===== src/rtl/pwmx_pkg.sv =====
package pwmx_pkg;
  localparam int DEF_SCALE_W = 13;
  localparam int DEF_DUTY_W  = 8;
  localparam int DEF_CTRL_W  = 32;
  localparam int DUTY_LSB    = 16;

  // Output level for a counter position: high below duty, or always when forced.
  function automatic logic high_window(input logic [DEF_DUTY_W-1:0] pos,
                                       input logic [DEF_DUTY_W-1:0] duty,
                                       input logic                  force_full);
    return force_full || (pos < duty);
  endfunction
endpackage


===== src/rtl/pwmx_prescale.sv =====
module pwmx_prescale #(
  parameter int SCALE_W = 13
) (
  input  logic               clk,
  input  logic               rst_n,
  input  logic               run,
  input  logic               restart,
  input  logic [SCALE_W-1:0] scale,
  output logic               tick
);
  logic [SCALE_W-1:0] pre_q;

  assign tick = run && !restart && (pre_q == scale);

  always_ff @(posedge clk or negedge rst_n) begin
    if (!rst_n)              pre_q <= '0;
    else if (restart || !run) pre_q <= '0;
    else if (pre_q == scale) pre_q <= '0;
    else                     pre_q <= pre_q + SCALE_W'(1);
  end

  // the divider count never passes the programmed divisor
  assert_pre_bounded_R3: assert property (@(posedge clk) disable iff (!rst_n)
    pre_q <= scale);
  // a restart clears the divider on the next edge
  assert_pre_restart_R9: assert property (@(posedge clk) disable iff (!rst_n)
    restart |=> pre_q == '0);
endmodule


===== src/rtl/pwmx_period.sv =====
module pwmx_period #(
  parameter int DUTY_W = 8
) (
  input  logic              clk,
  input  logic              rst_n,
  input  logic              run,
  input  logic              restart,
  input  logic              tick,
  output logic [DUTY_W-1:0] count
);
  logic [DUTY_W-1:0] count_q;

  always_ff @(posedge clk or negedge rst_n) begin
    if (!rst_n)               count_q <= '0;
    else if (restart || !run) count_q <= '0;
    else if (tick)            count_q <= count_q + DUTY_W'(1);
  end

  assign count = count_q;

  // one step per prescaler tick, wrapping naturally
  assert_step_on_tick_R3: assert property (@(posedge clk) disable iff (!rst_n)
    (tick && run && !restart) |=> count_q == $past(count_q) + DUTY_W'(1));
  // restart clears the period counter
  assert_count_restart_R9: assert property (@(posedge clk) disable iff (!rst_n)
    restart |=> count_q == '0);
  // idle and not written means held at zero
  assert_idle_zero_R1: assert property (@(posedge clk) disable iff (!rst_n)
    (!run && !restart) |=> count_q == '0);
endmodule


===== src/rtl/pwmx_shape.sv =====
module pwmx_shape #(
  parameter int DUTY_W = 8
) (
  input  logic              en,
  input  logic              force_full,
  input  logic [DUTY_W-1:0] duty,
  input  logic [DUTY_W-1:0] count,
  output logic              pwm
);
  always_comb begin
    if (!en) pwm = 1'b0;
    else     pwm = pwmx_pkg::high_window(count, duty, force_full);
  end
endmodule


===== src/rtl/pwmx_channel.sv =====
module pwmx_channel #(
  parameter int SCALE_W = pwmx_pkg::DEF_SCALE_W,
  parameter int DUTY_W  = pwmx_pkg::DEF_DUTY_W,
  parameter int CTRL_W  = pwmx_pkg::DEF_CTRL_W
) (
  input  logic              clk,
  input  logic              rst_n,
  input  logic              wr_en,
  input  logic [CTRL_W-1:0] wr_data,
  output logic              pwm_o
);
  localparam int DUTY_LSB = pwmx_pkg::DUTY_LSB;
  localparam int FULL_POS = DUTY_LSB + DUTY_W;
  localparam int EN_POS   = CTRL_W - 1;

  logic [SCALE_W-1:0] scale_q;
  logic [DUTY_W-1:0]  duty_q;
  logic               full_q;
  logic               en_q;

  logic               tick_w;
  logic               restart_w;
  logic [DUTY_W-1:0]  count_w;
  logic               unused_bits;

  assign unused_bits = ^{wr_data[DUTY_LSB-1:SCALE_W], wr_data[EN_POS-1:FULL_POS+1]};
  assign restart_w   = wr_en;

  always_ff @(posedge clk or negedge rst_n) begin
    if (!rst_n) begin
      scale_q <= '0;
      duty_q  <= '0;
      full_q  <= 1'b0;
      en_q    <= 1'b0;
    end else if (wr_en) begin
      scale_q <= wr_data[SCALE_W-1:0];
      duty_q  <= wr_data[DUTY_LSB +: DUTY_W];
      full_q  <= wr_data[FULL_POS];
      en_q    <= wr_data[EN_POS];
    end
  end

  pwmx_prescale #(.SCALE_W(SCALE_W)) u_prescale (
    .clk(clk), .rst_n(rst_n), .run(en_q), .restart(restart_w),
    .scale(scale_q), .tick(tick_w)
  );

  pwmx_period #(.DUTY_W(DUTY_W)) u_period (
    .clk(clk), .rst_n(rst_n), .run(en_q), .restart(restart_w),
    .tick(tick_w), .count(count_w)
  );

  pwmx_shape #(.DUTY_W(DUTY_W)) u_shape (
    .en(en_q), .force_full(full_q), .duty(duty_q), .count(count_w), .pwm(pwm_o)
  );

  // disabled output is low
  assert_off_low_R8: assert property (@(posedge clk) disable iff (!rst_n)
    !en_q |-> !pwm_o);
  // override holds the output high
  assert_full_high_R7: assert property (@(posedge clk) disable iff (!rst_n)
    (en_q && full_q) |-> pwm_o);
  // zero duty without override stays low
  assert_zero_duty_low_R6: assert property (@(posedge clk) disable iff (!rst_n)
    (en_q && !full_q && duty_q == '0) |-> !pwm_o);
  // start of a period after a write is high when duty is nonzero
  assert_period_start_R5: assert property (@(posedge clk) disable iff (!rst_n)
    (wr_en && wr_data[EN_POS] && wr_data[DUTY_LSB +: DUTY_W] != '0) |=> pwm_o);
endmodule


===== config.mk =====
export PLATFORM = sky130hd
export DESIGN_NAME = pwmx_channel
export DESIGN_NICKNAME = d
export VERILOG_FILES = /design/src/rtl/pwmx_pkg.sv /design/src/rtl/pwmx_prescale.sv /design/src/rtl/pwmx_period.sv /design/src/rtl/pwmx_shape.sv /design/src/rtl/pwmx_channel.sv
export SDC_FILE = /design/constraint.sdc
export NUM_CORES = 1
export LEC_CHECK = 0
export ABC_CLOCK_PERIOD_IN_PS = 1820
export BUFFER_PORTS_ARGS = -buffer_cell sky130_fd_sc_hd__buf_2
export CAP_MARGIN = 20
export CORE_ASPECT_RATIO = 2
export CORE_UTILIZATION = 29
export DETAILED_ROUTE_END_ITERATION = 10
export HOLD_SLACK_MARGIN = 0.02
export SKIP_CTS_REPAIR_TIMING = 1
export SYNTH_ARGS = -nofsm -noshare
export SYNTH_HDL_FRONTEND = slang
export SYNTH_SLANG_ARGS = --single-unit

===== constraint.sdc =====
create_clock -name clk -period 1.82 [get_ports clk]
set_input_delay 0.182 -clock clk [delete_from_list [all_inputs] [get_ports clk]]
set_output_delay 0.182 -clock clk [all_outputs]
set_load 0.05 [all_outputs]

; ---- After elaboration in Yosys (flattened, before gate mapping)
; Index checks and enable logic that the tools add are counted.
[word_totals]
register_bits = 44
in_bits = 35
output_inout_bits = 1
wordCells = 22
[op_classes]
add_sub_neg = 2
magnitude_cmp = 1
eq_ne = 1
muxes = 5
n_reduce_logical = 7
[ops]
columns = cell, n
row1 = 13-bit two-way mux, 2
row2 = 8-bit two-way mux, 2
row3 = "13-bit by 1-bit adder with 13-bit output, second input constant", 1
row4 = 13-bit equality test, 1
row5 = "8-bit by 1-bit adder with 8-bit output, second input constant", 1
row6 = 8-bit less-than comparator, 1
row7 = 1-bit logical AND, 2
row8 = 1-bit zero test, 2
row9 = 1-bit logical OR, 2
row10 = 2-bit nonzero test, 1
row11 = 1-bit two-way mux, 1

; ---- Longest topological paths before layout
; Gate-level depths: netlist of run 1.
[depth]
depth_word = 5
mapped_depth = 6
ltp_nobuf = 6

; ---- Modules after synthesis
; A second synthesis of run 1 with hierarchy kept.
[unflattened]
hier_cells = 191
area_unflattened_um2 = 2273.4
[modules_own_cells]
columns = mod, n_inst, cells_per_inst, area_each_um2, seq_area_each_um2
row1 = pwmx_channel, 1, 48, 857.1, 575.6
row2 = pwmx_prescale, 1, 80, 832.0, 325.3
row3 = pwmx_period, 1, 38, 394.1, 200.2
row4 = pwmx_shape, 1, 25, 190.2, 0.0

; ---- Least setup slack after synthesis of run 1
; Ideal clock, no wire load.
[synth_timing]
path_type = register -> output
start = register u_period.count_q[1], in the netlist u_period.count[1]
end = output pwm_o
arrival_time_ns = 2.037
t_required_ns = 1.638
setup_slack_ns = -0.399
stages_incl_launch_ff = 6
path_buffers = 0
path_cell_list = dfrtp_1 ha_1 a21o_1 a21o_1 a21o_1 a41oi_1
[synth_between]
elab_chain_cells = 3
[synth_rtl]
columns = element, line
row1 = "start, declared", pwmx_period.sv:11  ; logic [DUTY_W-1:0] count_q;
row2 = "start signal, assigned", pwmx_period.sv:16  ; else if (tick) count_q <= count_q + DUTY_W'(1);
row3 = 8-bit less-than comparator, pwmx_pkg.sv:11  ; return force_full || (pos < duty);
row4 = 1-bit logical OR, pwmx_pkg.sv:11
row5 = 1-bit two-way mux, pwmx_shape.sv:11  ; if (!en) pwm = 1'b0;
row6 = "end, declared", pwmx_channel.sv:10  ; output logic pwm_o
; Every way passes these cells.

; ---- Final worst setup path of run 1
[layout_timing]
start = register u_period.count_q[6], in the netlist u_period.count[6]
end = output pwm_o
; Same word-level chain as after synthesis.

==> load_flow_metrics.sql, run 1 <==
INSERT INTO impl_metrics (metric_group, metric, value, unit) VALUES
('grt', 'grt-ovfl-total', '0', ''),
('grt', 'first_pass_grt_wire_length', '8.34', 'mm'),
('critical_path', 'cell_by_cell_trace_of_the_critical_path', 'ha_1, and3_4, a221oi_2, o21ai_2, a41oi_4, buf_6', ''),
('sta', 'layout_setup_ws', '-0.255', 'ns'),
('critical_path', 'worst-path-max-fanout', '2', ''),
('place', 'finalWeightedCongestion', '0.757', ''),
('cells_and_area', 'areaGrowthSynthToFinish', '44.4', '%'),
('pwr', 'peakVddDrop', '0.000611', 'V'),
('sta', 'final-setup-viol-count', '8', ''),
('critical_path', 'endpoint_of_the_worst_slack_reg_to_reg_timing_path', 'u_period.count[3]', ''),
('yosys', 'netlist.area_leader.share', '49.9', '%'),
('pwr', 'p_comb_share', '11.5', '%'),
('detailed_routing', 'route.detailed.drc', '0', ''),
('cts', 'cts_inserted_buffers', '5', ''),
('cts', 'cts_root_buf', 'sky130_fd_sc_hd__clkbuf_16', ''),
('critical_path', 'start_kind', 'flip-flop', ''),
('cts', 'clk_pin_slew_worst_paths', '0.06', 'ns'),
('pwr', 'p_int', '1.80', 'mW'),
('job', 'maxCapViolCount', '0', ''),
('cells_and_area', 'finalNetCount', '308', ''),
('detailed_routing', 'detailroute.via_count', '1761', ''),
('pwr', 'swShare', '23.1', '%'),
('pwr', 'p_switching', '541', 'uW'),
('critical_path', 'cp_slowest_cell', 'sky130_fd_sc_hd__dfrtp_1', ''),
('sta', 'post-route-period-util', '114', '%'),
('critical_path', 'critical_path.endpoint_type', 'primary output', ''),
('cells_and_area', 'antenna_cells', '0', ''),
('detailed_routing', 'detailedRoute.firstIterationViolations', '62', ''),
('critical_path', 'reg2regPathDepth', '6', ''),
('grt', 'grt_pass1_vias', '1886', ''),
('worst_hold_path', 'hold_path.class', 'primary input to flip-flop', ''),
('grt', 'grt_start_max_net_pins', '45', ''),
('place', 'preCtsSetupSlack', '-0.0968', 'ns'),
('yosys', 'post-synth-top-area-cell', 'sky130_fd_sc_hd__dfrtp_1', ''),
('cells_and_area', 'layout-drive-gt1-share', '45.3', '%'),
('sta', 'max_clock_freq', '482', 'MHz'),
('cts', 'htree_levels', '2', ''),
('pwr', 'clkPwrFrac', '43.1', '%'),
('floorplanning', 'die_area', '7990', 'sq um'),
('critical_path', 'critical_path.endpoint', 'pwm_o', ''),
('cells_and_area', 'fillCellCount', '697', ''),
('cts', 'insertion_delay', '0.29', 'ns'),
('sta', 'hold_viol', '0', ''),
('sta', 'max_slew.worst_pin.slew', '1.05', 'ns'),
('cts', 'clock_tree_from_tritoncts', 'done', ''),
('pwr', 'power_dens_cells', '733', 'nW/um^2'),
('critical_path', 'minimum_setup_slack_among_reg_to_reg_paths', '-0.12', 'ns'),
('detailed_routing', 'ant_nets', '0', ''),
('floorplanning', 'initial_utilization', '30.2', '%'),
('yosys', 'synth_seq_cells', '44', ''),
('cts', 'clockBufferDepth', '2', ''),
('place', 'hpwl', '3.71', 'mm'),
('detailed_routing', 'routed_wirelength', '5.31', 'mm'),
('yosys', 'synth-edff-count', '0', ''),
('detailed_routing', 'route.detailed.wl_per_inst', '14.9', 'um'),
('critical_path', 'timing.critical_path.required', '1.64', 'ns'),
('outcome', 'violations_in_the_final_reports', 'setup timing', ''),
('outcome', 'status', 'finished, violations left', ''),
('floorplanning', 'rows', '44', ''),
('cts', 'clk_sink_count', '44', ''),
('critical_path', 'worstSetupPathType', 'flip-flop to primary output', ''),
('yosys', 'synthArstFlopShare', '100', '%'),
('floorplanning', 'placeableCoreArea', '7320', 'sq um'),
('detailed_routing', 'detail_route.vias_per_cell', '4.93', ''),
('yosys', 'synth_area', '2210', 'sq um'),
('yosys', 'mappedNetlistNets', '247', ''),
('critical_path', 'worst_ep_arrival_time', '1.89', 'ns'),
('yosys', 'postSynthCellCount', '203', ''),
('yosys', 'synth_cell_type_count', '34', ''),
('sta', 'setup_total_negative_slack', '-0.681', 'ns'),
('floorplanning', 'io-pin-count', '36', '');
cell usage after synthesis (2+ instances only):
cell type	count
sky130_fd_sc_hd__inv_1	8
sky130_fd_sc_hd__and3_1	4
sky130_fd_sc_hd__o21ai_0	11
sky130_fd_sc_hd__ha_1	9
sky130_fd_sc_hd__nand3_1	7
sky130_fd_sc_hd__nand2b_1	6
sky130_fd_sc_hd__o311ai_0	4
sky130_fd_sc_hd__nand4_1	6
sky130_fd_sc_hd__nor3_1	12
sky130_fd_sc_hd__dfrtp_1	44
sky130_fd_sc_hd__xnor2_1	7
sky130_fd_sc_hd__and2_1	3
sky130_fd_sc_hd__mux2_2	14
sky130_fd_sc_hd__clkbuf_1	6
sky130_fd_sc_hd__xor2_1	17
sky130_fd_sc_hd__and4_1	3
sky130_fd_sc_hd__nand2_1	15
sky130_fd_sc_hd__nor2_1	2
sky130_fd_sc_hd__a21o_1	4
sky130_fd_sc_hd__a21oi_1	3
sky130_fd_sc_hd__o41ai_1	4
sky130_fd_sc_hd__buf_2	2
layer usage:
layer	global-route usage, %	vias up	routed length, um
li1	-	851	-
met1	13.3	861	1870
met2	24.9	33	3020
met3	2.92	16	153
met4	10.4	0	263
met5	0	-	0
worst min-delay path by stage:
| stage | start | depth (start not counted) | endpoint |
|---|---|---|---|
| finish | wr_data[20] | 3 | duty_q[4] |
| global route | wr_data[23] | 3 | duty_q[7] |
| detailed placement | rst_n | 2 | duty_q[5] |
| CTS | rst_n | 2 | duty_q[5] |
| floorplan | rst_n | 0 | duty_q[0] |
| global placement | rst_n | 2 | duty_q[5] |
area by class of cell:
cell class / instances / area (sq um) / area share (%)
Tap cell: 92 / 115 / 3.61
Timing Repair Buffer: 63 / 443 / 13.9
Sequential cell: 44 / 1100 / 34.5
Multi-Input combinational cell: 142 / 1340 / 41.9
Clock buffer: 6 / 129 / 4.04
Clock inverter: 2 / 35.0 / 1.10
Inverter: 8 / 30.0 / 0.942
critical path: cells and delay by family, from the launching register on:
family	cells	cell delay, ns
adders and majority gates	1	0.31
and+or+nand+nor	1	0.18
buffers and inverters	1	0.18
AOI/OAI and AO/OA	3	0.54
DFF	1	0.38
state kept, by name, indices dropped and copies added (netlist names):
| signal | cells |
|---|---|
| full_q | 1 |
| u_period.count | 8 |
| en_q | 1 |
| u_prescale.pre_q | 13 |
| scale_q | 13 |
| duty_q | 8 |
stage by stage:
stage | util [%] | power, mW | area [sq um] | instances
final | 43.6 | 2.34 | 3190 | 357
after global routing | 43.6 | 2.44 | 3190 | 357
after CTS | 38.7 | 2.34 | 2840 | 350
after detailed placement | 36.5 | 1.32 | 2670 | 342
after global placement | 36.5 | 1.31 | 2670 | 342
after floorplan | - | 1.21 | 2240 | 203
cells in the final DEF (no fill, tap or decap), types with 5 or more instances in the layout:
cell / n
sky130_fd_sc_hd__buf_4: 29
sky130_fd_sc_hd__inv_1: 6
sky130_fd_sc_hd__xor2_1: 17
sky130_fd_sc_hd__clkbuf_16: 5
sky130_fd_sc_hd__nor3_4: 8
sky130_fd_sc_hd__nand3_1: 7
sky130_fd_sc_hd__dfrtp_1: 44
sky130_fd_sc_hd__mux2_2: 14
sky130_fd_sc_hd__buf_2: 25
sky130_fd_sc_hd__nand4_1: 6
sky130_fd_sc_hd__ha_1: 9
sky130_fd_sc_hd__xnor2_1: 7
sky130_fd_sc_hd__nand2b_1: 6
sky130_fd_sc_hd__o21ai_0: 8
sky130_fd_sc_hd__buf_6: 8
sky130_fd_sc_hd__nand2_1: 15
power by group through the flow:
stage / Sequential [mW] / Clock [mW] / Combinational (mW)
2_1_floorplan: 1.07 / 0 / 0.142
3_3_place_gp: 1.08 / 0 / 0.234
3_5_place_dp: 1.08 / 0 / 0.239
4_1_cts: 1.06 / 1.04 / 0.242
5_1_grt: 1.07 / 1.08 / 0.297
6_report: 1.06 / 1.01 / 0.268
cell families after synthesis:
| group | Yosys count | synth area share, % |
|---|---|---|
| AO/OA/AOI/OAI | 31 | 9.52 |
| buffers and inverters | 17 | 3.00 |
| multiplexers | 14 | 7.14 |
| XOR/XNOR | 24 | 9.52 |
| AND/OR/NAND/NOR | 64 | 15.9 |
| adder cells (fa/ha/maj) | 9 | 5.10 |
| flip-flops | 44 | 49.9 |
Power figures use the tool's default switching activity.
==> run 2, diff against run 1 <==
RECOVER_POWER = 50   (was unset)
==> run 2 against run 1 <==
The run still ends with setup timing left. Cell area down 0.24%. Worst hold slack about the same. Global-route usage unchanged. Sequential share of layout area up 0.081 points. Critical path depth unchanged. Clock skew about the same. Register-to-register slack about the same. Combinational power about the same. Count of clock-buffer cells in the layout unchanged.
==> load_flow_metrics.sql, run 2 (synthesis results as in run 1) <==
INSERT INTO impl_metrics (metric_group, metric, value, unit) VALUES
('outcome', 'status', 'finished, violations left', ''),
('pwr', 'peakVddDrop', '0.000611', 'V'),
('cells_and_area', 'mostFrequentLayoutCells', 'sky130_fd_sc_hd__dfrtp_1, sky130_fd_sc_hd__buf_4, sky130_fd_sc_hd__buf_2', ''),
('floorplanning', 'die_h', '125', 'um'),
('cts', 'htree_levels', '2', ''),
('cells_and_area', 'instances_no_fill', '357', ''),
('cts', 'clockBufferDepth', '2', ''),
('critical_path', 'start_kind', 'flip-flop', ''),
('floorplanning', 'fp.dieW', '63.7', 'um'),
('sta', 'post-route-period-util', '114', '%'),
('cts', 'insertion_delay', '0.29', 'ns'),
('place', 'detailed_place.area', '2670', 'sq um'),
('sta', 'max_slew.worst_pin.slew', '1.09', 'ns'),
('sta', 'hold_viol', '0', ''),
('grt', 'grt-busiest-layer', 'met2', ''),
('place', 'portBuffers', '26', ''),
('sta', 'rsz0062_at_grt', 'yes', ''),
('cts', 'cts_root_buf', 'sky130_fd_sc_hd__clkbuf_16', ''),
('detailed_routing', 'route.detailed.wl_per_inst', '14.9', 'um'),
('cts', 'clk_sink_count', '44', ''),
('grt', 'grt-ovfl-total', '0', ''),
('cts', 'clk_pin_slew_worst_paths', '0.06', 'ns'),
('cells_and_area', 'post-route-cell-area', '3180', 'sq um'),
('grt', 'grt_pass1_vias', '1886', ''),
('cells_and_area', 'largest_registers', 'scale_q x13, u_prescale.pre_q x13', ''),
('worst_hold_path', 'hold_path.class', 'primary input to flip-flop', ''),
('floorplanning', 'io-pin-count', '36', ''),
('grt', 'first_pass_grt_wire_length', '8.34', 'mm'),
('critical_path', 'critical_path.endpoint_type', 'primary output', ''),
('place', 'hpwl', '3.71', 'mm'),
('detailed_routing', 'detailroute.via_count', '1762', ''),
('outcome', 'violations_in_the_final_reports', 'setup timing', ''),
('pwr', 'power_dens_cells', '735', 'nW/um^2'),
('cells_and_area', 'areaGrowthSynthToFinish', '44.1', '%'),
('cts', 'clock_tree_from_tritoncts', 'done', ''),
('detailed_routing', 'detail_route.vias_per_cell', '4.94', ''),
('detailed_routing', 'ant_nets', '0', ''),
('sta', 'layout_setup_ws', '-0.258', 'ns'),
('sta', 'fin_crit', '2.08', 'ns'),
('sta', 'slew_violations', '0', ''),
('floorplanning', 'rows', '44', ''),
('sta', 'timing.max_slew.rel_slack', '27.2', '%'),
('critical_path', 'worst_ep_arrival_time', '1.90', 'ns'),
('grt', 'groute.usage.overall', '13.9', '%'),
('detailed_routing', 'drt-pass1-iter-count', '4', ''),
('place', 'place.detailed.instances', '342', ''),
('sta', 'finalHoldWorstSlack', '0.106', 'ns'),
('detailed_routing', 'detailedRoute.firstIterationViolations', '63', ''),
('grt', 'grt.met2_usage', '24.9', '%'),
('grt', 'grt_antenna_before_repair', '0', ''),
('critical_path', 'timing.critical_path.required', '1.64', 'ns'),
('floorplanning', 'die_area', '7990', 'sq um'),
('floorplanning', 'placeableCoreArea', '7320', 'sq um'),
('critical_path', 'worst-path-max-fanout', '2', ''),
('cells_and_area', 'finalNetCount', '308', ''),
('cells_and_area', 'antenna_cells', '0', ''),
('floorplanning', 'initial_utilization', '30.2', '%'),
('job', 'maxCapViolCount', '0', ''),
('grt', 'grt_util_met3', '2.92', '%'),
('pwr', 'total_leakage_power', '1.43', 'nW'),
('grt', 'grt_start_max_net_pins', '45', ''),
('grt', 'met1_usage', '13.3', '%'),
('cells_and_area', 'mostFrequentLayoutCell', 'sky130_fd_sc_hd__dfrtp_1', ''),
('detailed_routing', 'route.detailed.drc', '0', ''),
('sta', 'max_clock_freq', '481', 'MHz'),
('cts', 'cts_inserted_buffers', '5', ''),
('detailed_routing', 'routed_wirelength', '5.31', 'mm'),
('cells_and_area', 'final_core_utilization', '43.5', '%'),
('sta', 'skew', '0.00386', 'ns'),
('sta', 'final-setup-viol-count', '8', ''),
('critical_path', 'worstSetupPathType', 'flip-flop to primary output', ''),
('place', 'finalWeightedCongestion', '0.757', ''),
('cells_and_area', 'layout-drive-gt1-share', '44.5', '%');
==> run 2: cell count changes in the layout (fill, tap and decap cells not counted) <==
cell                       previous run  this run
sky130_fd_sc_hd__clkbuf_1             1         3
sky130_fd_sc_hd__buf_2               25        24
sky130_fd_sc_hd__buf_4               29        27
sky130_fd_sc_hd__clkbuf_2             0         1
==> run 2: cell type report <==
| cell class | count | area (sq um) |
|---|---|---|
| tap | 92 | 115 |
| fill | 701 | 4140 |
| clock buffer | 6 | 129 |
| sequential | 44 | 1100 |
| multi-input combinational | 142 | 1340 |
| timing repair buffer | 63 | 435 |
| inverter | 8 | 30.0 |
| clock inverter | 2 | 35.0 |
==> run 2: worst max-delay path, stage by stage, from the launching register on <==
cell	delay, ns
sky130_fd_sc_hd__dfrtp_1	0.38
sky130_fd_sc_hd__ha_1	0.32
sky130_fd_sc_hd__and3_4	0.18
sky130_fd_sc_hd__a221oi_2	0.27
sky130_fd_sc_hd__o21ai_2	0.10
sky130_fd_sc_hd__a41oi_4	0.18
sky130_fd_sc_hd__buf_6	0.18
==> run 2: final timing paths <==
kind / startpoint / end / slack [ns] / depth (start not counted)
min reg2reg: duty_q[0] / duty_q[0] / 0.52 / 1
max: u_period.count[6] / pwm_o / -0.26 / 6
min in group asynchronous: rst_n / duty_q[7] / 0.71 / 3
min: wr_data[20] / duty_q[4] / 0.11 / 3
max reg2reg: u_prescale.pre_q[7] / u_period.count[3] / -0.12 / 6
max in group asynchronous: rst_n / scale_q[3] / 0.44 / 3
==> run 2: metrics by stage <==
step,power (mW),setup WS [ns],setup TNS [ns]
floorplan,1.21,0.00685,0
global placement,1.31,-0.0641,-0.156
detailed placement,1.32,-0.0968,-0.314
CTS,2.34,-0.373,-0.720
global route,2.44,-0.320,-3.16
finish,2.34,-0.258,-0.687
==> run 2: where the power goes <==
part / total (mW) / switching, mW / internal (mW) / leakage [nW]
sequential: 1.06 / 0.0333 / 1.03 / 0.566
clock: 1.01 / 0.362 / 0.645 / 0.0808
combinational: 0.267 / 0.146 / 0.121 / 0.782
total: 2.34 / 0.541 / 1.80 / 1.43
==> run 2: metal layers <==
layer	share of wire, %	vias up
met1	35	862
li1	-	851
met5	0	-
met4	5.0	0
met3	2.9	16
met2	57	33
